<file path="config.mk">
export PLATFORM = sky130hd
export DESIGN_NAME = fan_commut_ctrl
export DESIGN_NICKNAME = d
export VERILOG_FILES = /design/src/rtl/fcc_pkg.sv /design/src/rtl/fcc_hall_sync.sv /design/src/rtl/fcc_stby_det.sv /design/src/rtl/fcc_mode_seq.sv /design/src/rtl/fcc_out_dec.sv /design/src/rtl/fan_commut_ctrl.sv
export SDC_FILE = /design/constraint.sdc
export NUM_CORES = 1
export LEC_CHECK = 0
export BUFFER_PORTS_ARGS = -buffer_cell sky130_fd_sc_hd__buf_2
export CAP_MARGIN = 20
export CORE_ASPECT_RATIO = 0.8
export CORE_MARGIN = 5
export CORE_UTILIZATION = 62
export DETAILED_ROUTE_END_ITERATION = 8
export HOLD_SLACK_MARGIN = 0.08
export MAX_ROUTING_LAYER = met4
export PLACE_DENSITY = 0.79
export SLEW_MARGIN = 20
export SYNTH_ARGS = -nofsm -noshare
export SYNTH_HDL_FRONTEND = slang
export SYNTH_SLANG_ARGS = --single-unit
</file>
<file path="constraint.sdc">
create_clock -name clk_i -period 3.16 [get_ports clk_i]
set_input_delay 0 -clock clk_i [delete_from_list [all_inputs] [get_ports clk_i]]
set_output_delay 0 -clock clk_i [all_outputs]
set_load 0.005 [all_outputs]
</file>
<file path="src/rtl/fcc_pkg.sv">
package fcc_pkg;
  typedef enum logic [2:0] {
    M_ASSIST   = 3'd0,
    M_RUN      = 3'd1,
    M_STBY     = 3'd2,
    M_LOCK_ON  = 3'd3,
    M_LOCK_OFF = 3'd4
  } fcc_mode_e;
endpackage

</file>
<file path="src/rtl/fcc_hall_sync.sv">
module fcc_hall_sync #(
  parameter int unsigned STAGES = 2
) (
  input  logic clk_i,
  input  logic rst_ni,
  input  logic hall_i,
  output logic pol_o,
  output logic edge_o
);
  logic [STAGES:0] sr_q;

  genvar g;
  generate
    for (g = 0; g <= STAGES; g++) begin : g_stage
      if (g == 0) begin : g_first
        always_ff @(posedge clk_i or negedge rst_ni)
          if (!rst_ni) sr_q[0] <= 1'b0;
          else         sr_q[0] <= hall_i;
      end else begin : g_next
        always_ff @(posedge clk_i or negedge rst_ni)
          if (!rst_ni) sr_q[g] <= 1'b0;
          else         sr_q[g] <= sr_q[g-1];
      end
    end
  endgenerate

  assign pol_o  = sr_q[STAGES-1];
  assign edge_o = sr_q[STAGES-1] ^ sr_q[STAGES];
endmodule

</file>
<file path="src/rtl/fcc_stby_det.sv">
module fcc_stby_det #(
  parameter int unsigned STBY_CYC = 200000
) (
  input  logic clk_i,
  input  logic rst_ni,
  input  logic pwm_i,
  output logic hit_o
);
  localparam int unsigned SW = $clog2(STBY_CYC + 1);
  localparam logic [SW-1:0] LAST = SW'(STBY_CYC - 1);

  logic [SW-1:0] low_cnt_q;

  always_ff @(posedge clk_i or negedge rst_ni)
    if (!rst_ni)             low_cnt_q <= '0;
    else if (pwm_i)          low_cnt_q <= '0;
    else if (low_cnt_q != LAST) low_cnt_q <= low_cnt_q + 1'b1;

  // hit on the STBY_CYC-th consecutive low sample
  assign hit_o = !pwm_i && (low_cnt_q == LAST);
endmodule

</file>
<file path="src/rtl/fcc_mode_seq.sv">
module fcc_mode_seq
  import fcc_pkg::*;
#(
  parameter int unsigned ASSIST_CYC   = 25000000,
  parameter int unsigned LOCK_DET_CYC = 150000000,
  parameter int unsigned LOCK_ON_CYC  = 150000000,
  parameter int unsigned LOCK_RATIO   = 10
) (
  input  logic      clk_i,
  input  logic      rst_ni,
  input  logic      pwm_i,
  input  logic      hall_edge_i,
  input  logic      stby_hit_i,
  output fcc_mode_e mode_o
);
  localparam int unsigned LOCK_OFF_CYC = LOCK_ON_CYC * LOCK_RATIO;
  localparam int unsigned TW = $clog2(LOCK_OFF_CYC + ASSIST_CYC + 1);
  localparam int unsigned LW = $clog2(LOCK_DET_CYC + 1);
  localparam logic [TW-1:0] ASSIST_LAST = TW'(ASSIST_CYC - 1);
  localparam logic [TW-1:0] ON_LAST     = TW'(LOCK_ON_CYC - 1);
  localparam logic [TW-1:0] OFF_LAST    = TW'(LOCK_OFF_CYC - 1);
  localparam logic [LW-1:0] DET_LAST    = LW'(LOCK_DET_CYC - 1);

  fcc_mode_e     st_q, st_d;
  logic [TW-1:0] tmr_q;
  logic [LW-1:0] idle_q;

  always_comb begin
    st_d = st_q;
    unique case (st_q)
      M_ASSIST:   if (tmr_q == ASSIST_LAST) st_d = M_RUN;
      M_RUN: begin
        if (stby_hit_i)                              st_d = M_STBY;
        else if (!hall_edge_i && idle_q == DET_LAST) st_d = M_LOCK_ON;
      end
      M_STBY:     if (pwm_i) st_d = M_ASSIST;
      M_LOCK_ON: begin
        if (hall_edge_i)          st_d = M_ASSIST;
        else if (tmr_q == ON_LAST) st_d = M_LOCK_OFF;
      end
      M_LOCK_OFF: if (tmr_q == OFF_LAST) st_d = M_LOCK_ON;
      default:    st_d = M_ASSIST;
    endcase
  end

  always_ff @(posedge clk_i or negedge rst_ni)
    if (!rst_ni) begin
      st_q   <= M_ASSIST;
      tmr_q  <= '0;
      idle_q <= '0;
    end else begin
      st_q  <= st_d;
      tmr_q <= (st_d != st_q) ? '0 : tmr_q + 1'b1;
      if (st_d != M_RUN || st_q != M_RUN || hall_edge_i) idle_q <= '0;
      else                                              idle_q <= idle_q + 1'b1;
    end

  assign mode_o = st_q;


  wake_chk: assert property (@(posedge clk_i) disable iff (!rst_ni)
    (st_q == M_STBY && pwm_i) |=> st_q == M_ASSIST);


  lock_release_chk: assert property (@(posedge clk_i) disable iff (!rst_ni)
    (st_q == M_LOCK_ON && hall_edge_i) |=> st_q == M_ASSIST);


  off_hold_chk: assert property (@(posedge clk_i) disable iff (!rst_ni)
    (st_q == M_LOCK_OFF && tmr_q != OFF_LAST) |=> st_q == M_LOCK_OFF);
endmodule

</file>
<file path="src/rtl/fcc_out_dec.sv">
module fcc_out_dec
  import fcc_pkg::*;
(
  input  fcc_mode_e mode_i,
  input  logic      pol_i,
  input  logic      pwm_i,
  input  logic      thermal_i,
  output logic      drv_a_o,
  output logic      drv_b_o,
  output logic      tach_low_o,
  output logic      bias_en_o
);
  logic drive_ok, gate;

  always_comb begin
    drive_ok = !thermal_i &&
               (mode_i == M_ASSIST || mode_i == M_RUN || mode_i == M_LOCK_ON);
    // assist ignores PWM; elsewhere PWM low means regeneration
    gate       = (mode_i == M_ASSIST) ? 1'b1 : pwm_i;
    drv_a_o    = drive_ok && gate && pol_i;
    drv_b_o    = drive_ok && gate && !pol_i;
    tach_low_o = pol_i && (mode_i != M_STBY);
    bias_en_o  = (mode_i != M_STBY);
  end
endmodule

</file>
<file path="src/rtl/fan_commut_ctrl.sv">
module fan_commut_ctrl
  import fcc_pkg::*;
#(
  parameter int unsigned SYNC_STAGES  = 2,
  parameter int unsigned STBY_CYC     = 200000,
  parameter int unsigned ASSIST_CYC   = 25000000,
  parameter int unsigned LOCK_DET_CYC = 150000000,
  parameter int unsigned LOCK_ON_CYC  = 150000000,
  parameter int unsigned LOCK_RATIO   = 10
) (
  input  logic       clk_i,
  input  logic       rst_ni,
  input  logic       hall_i,
  input  logic       pwm_i,
  input  logic       thermal_i,
  output logic       drv_a_o,
  output logic       drv_b_o,
  output logic       tach_low_o,
  output logic       bias_en_o,
  output logic [2:0] mode_o
);
  logic      pol, hall_edge, stby_hit;
  fcc_mode_e mode;

  fcc_hall_sync #(.STAGES(SYNC_STAGES)) u_sync (
    .clk_i(clk_i), .rst_ni(rst_ni), .hall_i(hall_i),
    .pol_o(pol), .edge_o(hall_edge)
  );

  fcc_stby_det #(.STBY_CYC(STBY_CYC)) u_stby (
    .clk_i(clk_i), .rst_ni(rst_ni), .pwm_i(pwm_i), .hit_o(stby_hit)
  );

  fcc_mode_seq #(
    .ASSIST_CYC(ASSIST_CYC), .LOCK_DET_CYC(LOCK_DET_CYC),
    .LOCK_ON_CYC(LOCK_ON_CYC), .LOCK_RATIO(LOCK_RATIO)
  ) u_seq (
    .clk_i(clk_i), .rst_ni(rst_ni), .pwm_i(pwm_i),
    .hall_edge_i(hall_edge), .stby_hit_i(stby_hit), .mode_o(mode)
  );

  fcc_out_dec u_dec (
    .mode_i(mode), .pol_i(pol), .pwm_i(pwm_i), .thermal_i(thermal_i),
    .drv_a_o(drv_a_o), .drv_b_o(drv_b_o),
    .tach_low_o(tach_low_o), .bias_en_o(bias_en_o)
  );

  assign mode_o = mode;


  no_shoot_chk: assert property (@(posedge clk_i) disable iff (!rst_ni)
    !(drv_a_o && drv_b_o));


  thermal_off_chk: assert property (@(posedge clk_i) disable iff (!rst_ni)
    thermal_i |-> (!drv_a_o && !drv_b_o));


  stby_quiet_chk: assert property (@(posedge clk_i) disable iff (!rst_ni)
    (mode == M_STBY) |-> (!bias_en_o && !drv_a_o && !drv_b_o));


  assist_full_chk: assert property (@(posedge clk_i) disable iff (!rst_ni)
    (mode == M_ASSIST && !thermal_i) |-> (drv_a_o || drv_b_o));
endmodule

</file>
==> impl_results.md, run 1 <==
* Run status: finished, final reports clean
* Number of enable-type register cells in the synthesized netlist at 0
* Dpl cells at 539
* Syn avg cell area at 9.91 sq um
* GRT Util Overall at 21.9%
* Max-slew violations at 0
* Critical path capture point type: register
* Share of synthesized registers carrying an async set or reset at 100%
* Final worst-path cycle share at 84.5%
* Cell area after layout at 0.00481 sq mm
* Final Util at 68.8%
* Last weighted congestion value of the routability-driven placer at 0.878
* Antenna-violating nets left at 0
* Fraction of layout instances using a drive strength above 1 at 13.0%
* Total die area at 0.00908 sq mm
* Area fraction of the dominant cell type after synthesis at 46.1%
* Relative contribution of sequential cells to total power at 54.7%
* Area contributors post-synth: sky130_fd_sc_hd__dfrtp_1 46%, sky130_fd_sc_hd__xor2_1 7.0%, sky130_fd_sc_hd__xnor2_1 6.2%
* Class of the most critical hold timing path: input port to asynchronous set/reset pin
* Fraction of power consumed by the clock network at 36.5%
* Wire per inst at 16.1 um
* Actual transition at the worst max-transition pin at 0.774 ns
* Post-layout minimum cycle time at 2.67 ns
* Maximum number of pins on one net before global-route repair at 84
* Leak pwr at 1.96 nW
* Maximum ir drop on the vdd rail at 0.249 mV
* Switching power as a share of total power at 26.7%
* Number of buffers inserted during clock tree synthesis at 9
* Start-to-end type of the worst setup path: register to register
* Combinational share of power at 8.8%
* Number of rows in the core area at 27
* Cell taking the most area after synthesis: sky130_fd_sc_hd__dfrtp_1
* Number of global-route vias before repair at 3,257
* Dominant synthesized flop cell: sky130_fd_sc_hd__dfrtp_1
* Clock slew seen by the registers of the worst setup and hold paths at 0.09 ns
* Cells along the critical path: ha_1 > nand3_2 > or4_1 > nor4_2 > o22ai_1 > a22oi_4 > buf_4 > nor3_1
* Clk_lat worst skew at 0.36 ns
* Required time reported for the critical path endpoint at 3.40 ns
* Net Switching at 0.560 mW
* Maximum fanout count along the critical path at 31
* Post-synth net total at 463
* Maximum clock rate at 374 MHz
* Clk_skew at 0.00878 ns
* Fill count at 529
* Headroom to the max-slew limit at 47.9%
* Die height at 86.3 um
* Starting DRT DRC Count at 193
* Clock tree root buffer cell: sky130_fd_sc_hd__clkbuf_8
* Per-cell via count in the routed design at 6.09
* Initial Utilization at 64.4%
* I/O pin cnt at 12
* Slowest CP cell: sky130_fd_sc_hd__or4_1
* Global-route wire length before repair at 15,600 um
* GR Overflow Total at 0
* Unrepaired setup endpoints after global routing: false
* Number of antenna repair diodes at 0
* Number of endpoints with negative hold slack in the final report at 0
* Fin Setup TNS at 0 ns
* Leading post-synthesis cells by instance count: 83 x sky130_fd_sc_hd__dfrtp_1, 53 x sky130_fd_sc_hd__nor2_1, 36 x sky130_fd_sc_hd__xor2_1, 33 x sky130_fd_sc_hd__nand2_1, 33 x sky130_fd_sc_hd__nor3_1
* Number of distinct library cells after synthesis at 52
* Clk sinks at 83
* Cell area after placement at 0.00458 sq mm
* Int Power at 1.54 mW
* Cell area after technology mapping at 0.00451 sq mm
* Sequential area share after synthesis at 46.1%
* Register bit count reported by yosys at 83
* Resize count post-CTS at 0
* Post-detailed-routing wire length at 8990 um
* Sum of net half-perimeters after detailed placement at 5970 um
* Total number of nets in the final design at 474
* Worst path arrival time at 2.91 ns
* DR pass1 iterations at 5
* Core box area at 0.00699 sq mm
* Count of placed standard cells in the final layout, fillers left out at 558
* Power consumption at 2.10 mW
* Worst stage delay on the critical path at 0.47 ns
* Vias post-DR at 3,400
* Count of final setup violators at 0
* Syn-to-layout area delta at 6.72%
* DRC violation count after routing at 0
* Die Wd at 105 um
* Gate count after technology mapping at 455
* Library cell with the highest instance count after synthesis: sky130_fd_sc_hd__dfrtp_1
* Number of H-tree levels at 3
* CTS max path bufs at 2
* Port buffer count at 11
* Maximum capacitance violations at 0
* Number of antenna violations at the first check in global routing at 0
* Power density normalized to cell area at 436 mW/mm^2
* CTS tree: done
* Total number of yosys warnings at 0
* Kind of start point of the critical path: register
==> area by class of cell <==
cell class | count | area (sq um) | share of cell area, %
clock inverters | 5 | 62.6 | 1.30
repair buffers | 18 | 121 | 2.52
flip-flops and latches | 83 | 2080 | 43.2
inverters | 8 | 30.0 | 0.624
multi-input cells | 346 | 2280 | 47.4
clock buffers | 11 | 131 | 2.73
well taps | 87 | 109 | 2.26
==> power by group through the flow <==
stage | clock network (mW) | logic (mW) | registers (mW)
floorplan | 0 | 0.129 | 1.16
global placement | 0 | 0.177 | 1.17
detailed placement | 0 | 0.186 | 1.17
CTS | 0.790 | 0.187 | 1.15
global route | 0.836 | 0.209 | 1.15
finish | 0.767 | 0.184 | 1.15
==> critical path, delay by kind of cell, from the launching register on <==
kind | cells | cell delay, ns
flops | 1 | 0.43
compound gates | 2 | 0.34
fa+ha+maj | 1 | 0.25
buf+inv | 1 | 0.36
simple gates | 4 | 1.15
==> what timing repair did <==
item / CTS / global route
buffers inserted: 0 / 0
hold buffers: 3 / 0
hold endpoints to repair: 102 / 0
==> per-stage QoR <==
step           hold slack (ns)  setup slack [ns]
2_1_floorplan           -0.296             0.845
3_3_place_gp             0.110             0.575
3_5_place_dp             0.110             0.528
4_1_cts                  0.251             0.489
5_1_grt                  0.256             0.290
6_report                 0.244             0.490
==> cells by family (layout without fill, tap and decap cells) <==
logic type               count (synthesis)  count (layout)  synth area share, %
flip-flops                              83              83                 46.1
multiplexers                             3               3                0.750
buffers and inverters                   26              42                 3.36
adder cells (fa/ha/maj)                  3               3                0.833
AO/OA/AOI/OAI                           13              13                 2.25
XOR/XNOR                                68              68                 13.2
AND/OR/NAND/NOR                        259             259                 33.5
==> cells in the final DEF, fill, tap and decap left out, types with 10 or more instances in the layout <==
cell,instances
sky130_fd_sc_hd__and3_1,13
sky130_fd_sc_hd__and4_1,10
sky130_fd_sc_hd__buf_2,10
sky130_fd_sc_hd__dfrtp_1,83
sky130_fd_sc_hd__nand2_1,33
sky130_fd_sc_hd__nand3_1,31
sky130_fd_sc_hd__nand4_1,19
sky130_fd_sc_hd__nor2_1,53
sky130_fd_sc_hd__nor3_1,33
sky130_fd_sc_hd__nor3_2,20
sky130_fd_sc_hd__xnor2_1,32
sky130_fd_sc_hd__xor2_1,36
==> flip-flops by register name (all words and copies together) (netlist names) <==
| name | flops |
|---|---|
| u_seq.tmr_q | 31 |
| u_seq.idle_q | 28 |
| u_sync.sr_q | 2 |
| u_seq.mode_o | 3 |
| u_sync.pol_o | 1 |
| u_stby.low_cnt_q | 18 |
==> worst paths after layout <==
| check | start | to | slack, ns | depth (start not counted) |
|---|---|---|---|---|
| worst max-delay path | u_seq.tmr_q[0] | u_seq.tmr_q[12] | 0.49 | 8 |
| max in group asynchronous | rst_ni | u_seq.tmr_q[14] | 2.42 | 2 |
| worst max register to register | u_seq.tmr_q[0] | u_seq.tmr_q[12] | 0.49 | 8 |
| min in group clk_i | thermal_i | drv_b_o | 0.25 | 3 |
| worst min-delay path | rst_ni | u_seq.idle_q[15] | 0.24 | 2 |
| worst min register to register | u_sync.sr_q[0] | u_sync.pol_o | 0.35 | 0 |
==> metal layers <==
metal	routed length [um]	GRT usage, %	vias up
met5	0	-	-
met4	110	6.08	0
met3	367	5.21	11
met2	4130	33.2	74
met1	4380	29.7	1688
li1	-	-	1627
(Power assumes the default switching activity.)
==> run 2, diff against run 1 <==
Clock period 3.16 ns to 2.6 ns, I/O delays scaled along.
==> impl_results.md, run 2 (synthesis gave the netlist of run 1 again) <==
* Register name with the most flops: u_seq.tmr_q
* Actual transition at the worst max-transition pin at 0.733 ns (-0.0404 ns)
* Worst path arrival time at 2.64 ns (-0.27 ns)
* I/O pin cnt at 12 (unchanged)
* Top library cells by usage in the layout, fill and taps aside: 83 x sky130_fd_sc_hd__dfrtp_1, 53 x sky130_fd_sc_hd__nor2_1, 36 x sky130_fd_sc_hd__xor2_1
* Vias post-DR at 3,368 (-0.94%)
* Clock tree root buffer cell: sky130_fd_sc_hd__clkbuf_8
* Fin Setup TNS at 0 ns (unchanged)
* Fill count at 551 (+4.2%)
* GR Overflow Total at 0 (unchanged)
* Total number of nets in the final design at 481 (+1.5%)
* Cell area after placement at 0.00466 sq mm (+1.7%)
* Net Switching at 0.655 mW (+17%)
* Reg-to-reg slack, setup at 0.18 ns (-0.31 ns)
* First element of the critical path: u_seq.tmr_q[7]
* Initial Utilization at 64.4% (unchanged)
* Number of buffers inserted during clock tree synthesis at 9 (unchanged)
* Final Util at 69.6% (+0.86 points)
* Wire per inst at 15.9 um (-1.1%)
* Die height at 86.3 um (unchanged)
* Post-detailed-routing wire length at 9000 um (+0.14%)
* Worst setup path endpoint: u_seq.tmr_q[6]
* Number of cell instances on the worst register-to-register path at 7 (-1)
* Capture point of the worst reg-to-reg path: u_seq.tmr_q[6]
* Placement-stage worst setup slack at 0.193 ns (-0.335 ns)
* Maximum ir drop on the vdd rail at 0.381 mV (+53%)
* Dpl cells at 546 (+1.3%)
* Number of antenna repair diodes at 0 (unchanged)
* Clock slew seen by the registers of the worst setup and hold paths at 0.09 ns (about the same)
* Count of placed standard cells in the final layout, fillers left out at 565 (+1.3%)
* Last weighted congestion value of the routability-driven placer at 0.908 (+3.5%)
* Number of antenna violations at the first check in global routing at 0 (unchanged)
* DRC violation count after routing at 0 (unchanged)
* Leading cell type in the layout, fill and taps excluded: sky130_fd_sc_hd__dfrtp_1
* Clk sinks at 83 (unchanged)
* GRT Util Overall at 21.8% (-0.055 points)
* Final worst-path cycle share at 92.9% (+8.4 points)
* Required time reported for the critical path endpoint at 2.82 ns (-0.58 ns)
* Crit Reg-Reg Startpoint: u_seq.tmr_q[7]
* Maximum capacitance violations at 0 (unchanged)
* Kind of start point of the critical path: register
* Top Registers: u_seq.tmr_q: 31 flops, u_seq.idle_q: 28 flops, u_stby.low_cnt_q: 18 flops
* Syn-to-layout area delta at 8.05%
* Power density normalized to cell area at 500 mW/mm^2 (+14%)
* Core box area at 0.00699 sq mm (unchanged)
* Smallest hold slack at 0.233 ns (-0.0113 ns)
* Critical path capture point type: register
* Global-route wire length before repair at 15,800 um (+1.7%)
* Maximum clock rate at 414 MHz (+11%)
* Max FFs per register at 31 (unchanged)
* Cell area after layout at 0.00487 sq mm (+1.2%)
* Port buffer count at 11 (unchanged)
* Start-to-end type of the worst setup path: register to register
* DR pass1 iterations at 5 (unchanged)
* CTS max path bufs at 2 (unchanged)
* Run status: finished, final reports clean
* Fraction of layout instances using a drive strength above 1 at 14.4% (+1.5 points)
* Starting DRT DRC Count at 283 (+47%)
* Fraction of power consumed by the clock network at 33.0% (-3.5 points)
* Int Power at 1.78 mW (+15%)
* Post-layout minimum cycle time at 2.42 ns (-0.254 ns)
* Final critical-path setup slack at 0.184 ns (-0.306 ns)
* Number of rows in the core area at 27 (unchanged)
* CTS tree: done
* Power consumption at 2.43 mW (+16%)
* Max-slew violations at 0 (unchanged)
* Unrepaired setup endpoints after global routing: false
* Class of the most critical hold timing path: input port to asynchronous set/reset pin
* Sum of net half-perimeters after detailed placement at 6140 um (+2.8%)
* Relative contribution of sequential cells to total power at 57.2% (+2.5 points)
* Maximum fanout count along the critical path at 9 (-71%)
* Number of global-route vias before repair at 3,343 (+2.6%)
* Combinational share of power at 9.9% (+1.1 points)
* Total die area at 0.00908 sq mm (unchanged)
* Per-cell via count in the routed design at 5.96 (-2.2%)
* Number of endpoints with negative hold slack in the final report at 0 (unchanged)
* Headroom to the max-slew limit at 51.1% (+3.2 points)
* Die Wd at 105 um (unchanged)
* Antenna-violating nets left at 0 (unchanged)
* Clk_skew at 0.0130 ns (+0.00427 ns)
* Number of H-tree levels at 3 (unchanged)
* Switching power as a share of total power at 26.9% (+0.27 points)
* Count of final setup violators at 0 (unchanged)
* Clk_lat worst skew at 0.35 ns (about the same)
* Leak pwr at 2.01 nW (+2.8%)
* Maximum number of pins on one net before global-route repair at 84 (unchanged)
==> run 2: power groups by stage <==
stage | combinational (mW) | clock [mW] | sequential (mW)
2_1_floorplan | 0.157 | 0 | 1.41
3_3_place_gp | 0.232 | 0 | 1.41
3_5_place_dp | 0.240 | 0 | 1.41
4_1_cts | 0.244 | 0.822 | 1.39
5_1_grt | 0.275 | 0.890 | 1.40
6_report | 0.241 | 0.802 | 1.39
==> run 2: final cells by class <==
| type | instances | area (sq um) | area share [%] |
|---|---|---|---|
| Sequential cell | 83 | 2080 | 42.7 |
| Clock buffer | 10 | 128 | 2.62 |
| Timing Repair Buffer | 25 | 199 | 4.09 |
| Inverter | 8 | 30.0 | 0.617 |
| Tap cell | 87 | 109 | 2.24 |
| Multi-Input combinational cell | 346 | 2290 | 47.0 |
| Clock inverter | 6 | 40.0 | 0.822 |
==> run 2: what timing repair did <==
action,4_1_cts,5_1_grt
hold buffers,3,0
endpoints found under the hold margin,101,0
buffers inserted,0,0
setup endpoints to repair,0,2
resized for setup,0,1
==> run 2: worst min-delay path by stage <==
stage	start	depth (start not counted)	slack [ns]	endpoint
final	rst_ni	2	0.23	u_seq.idle_q[14]
after global routing	thermal_i	3	0.27	drv_b_o
after CTS	thermal_i	3	0.25	drv_b_o
after detailed placement	hall_i	1	0.12	u_sync.sr_q[0]
after global placement	hall_i	1	0.11	u_sync.sr_q[0]
after floorplan	rst_ni	0	-0.30	u_seq.idle_q[0]
==> run 2: critical path: stages, from the launching register on <==
cell,delay (ns)
sky130_fd_sc_hd__dfrtp_1,0.43
sky130_fd_sc_hd__nor4_1,0.41
sky130_fd_sc_hd__nand4_1,0.23
sky130_fd_sc_hd__or4_1,0.58
sky130_fd_sc_hd__o211ai_2,0.12
sky130_fd_sc_hd__mux2i_2,0.26
sky130_fd_sc_hd__buf_4,0.21
sky130_fd_sc_hd__nor3_1,0.07
==> run 2: layer usage <==
metal  global-route usage [%]  wire [um]  up-vias
li1                         -          -     1639
met1                     30.6       4310     1634
met2                     33.1       4080       84
met3                     4.10        525       11
met4                     5.48         83        0
met5                        -          0        -
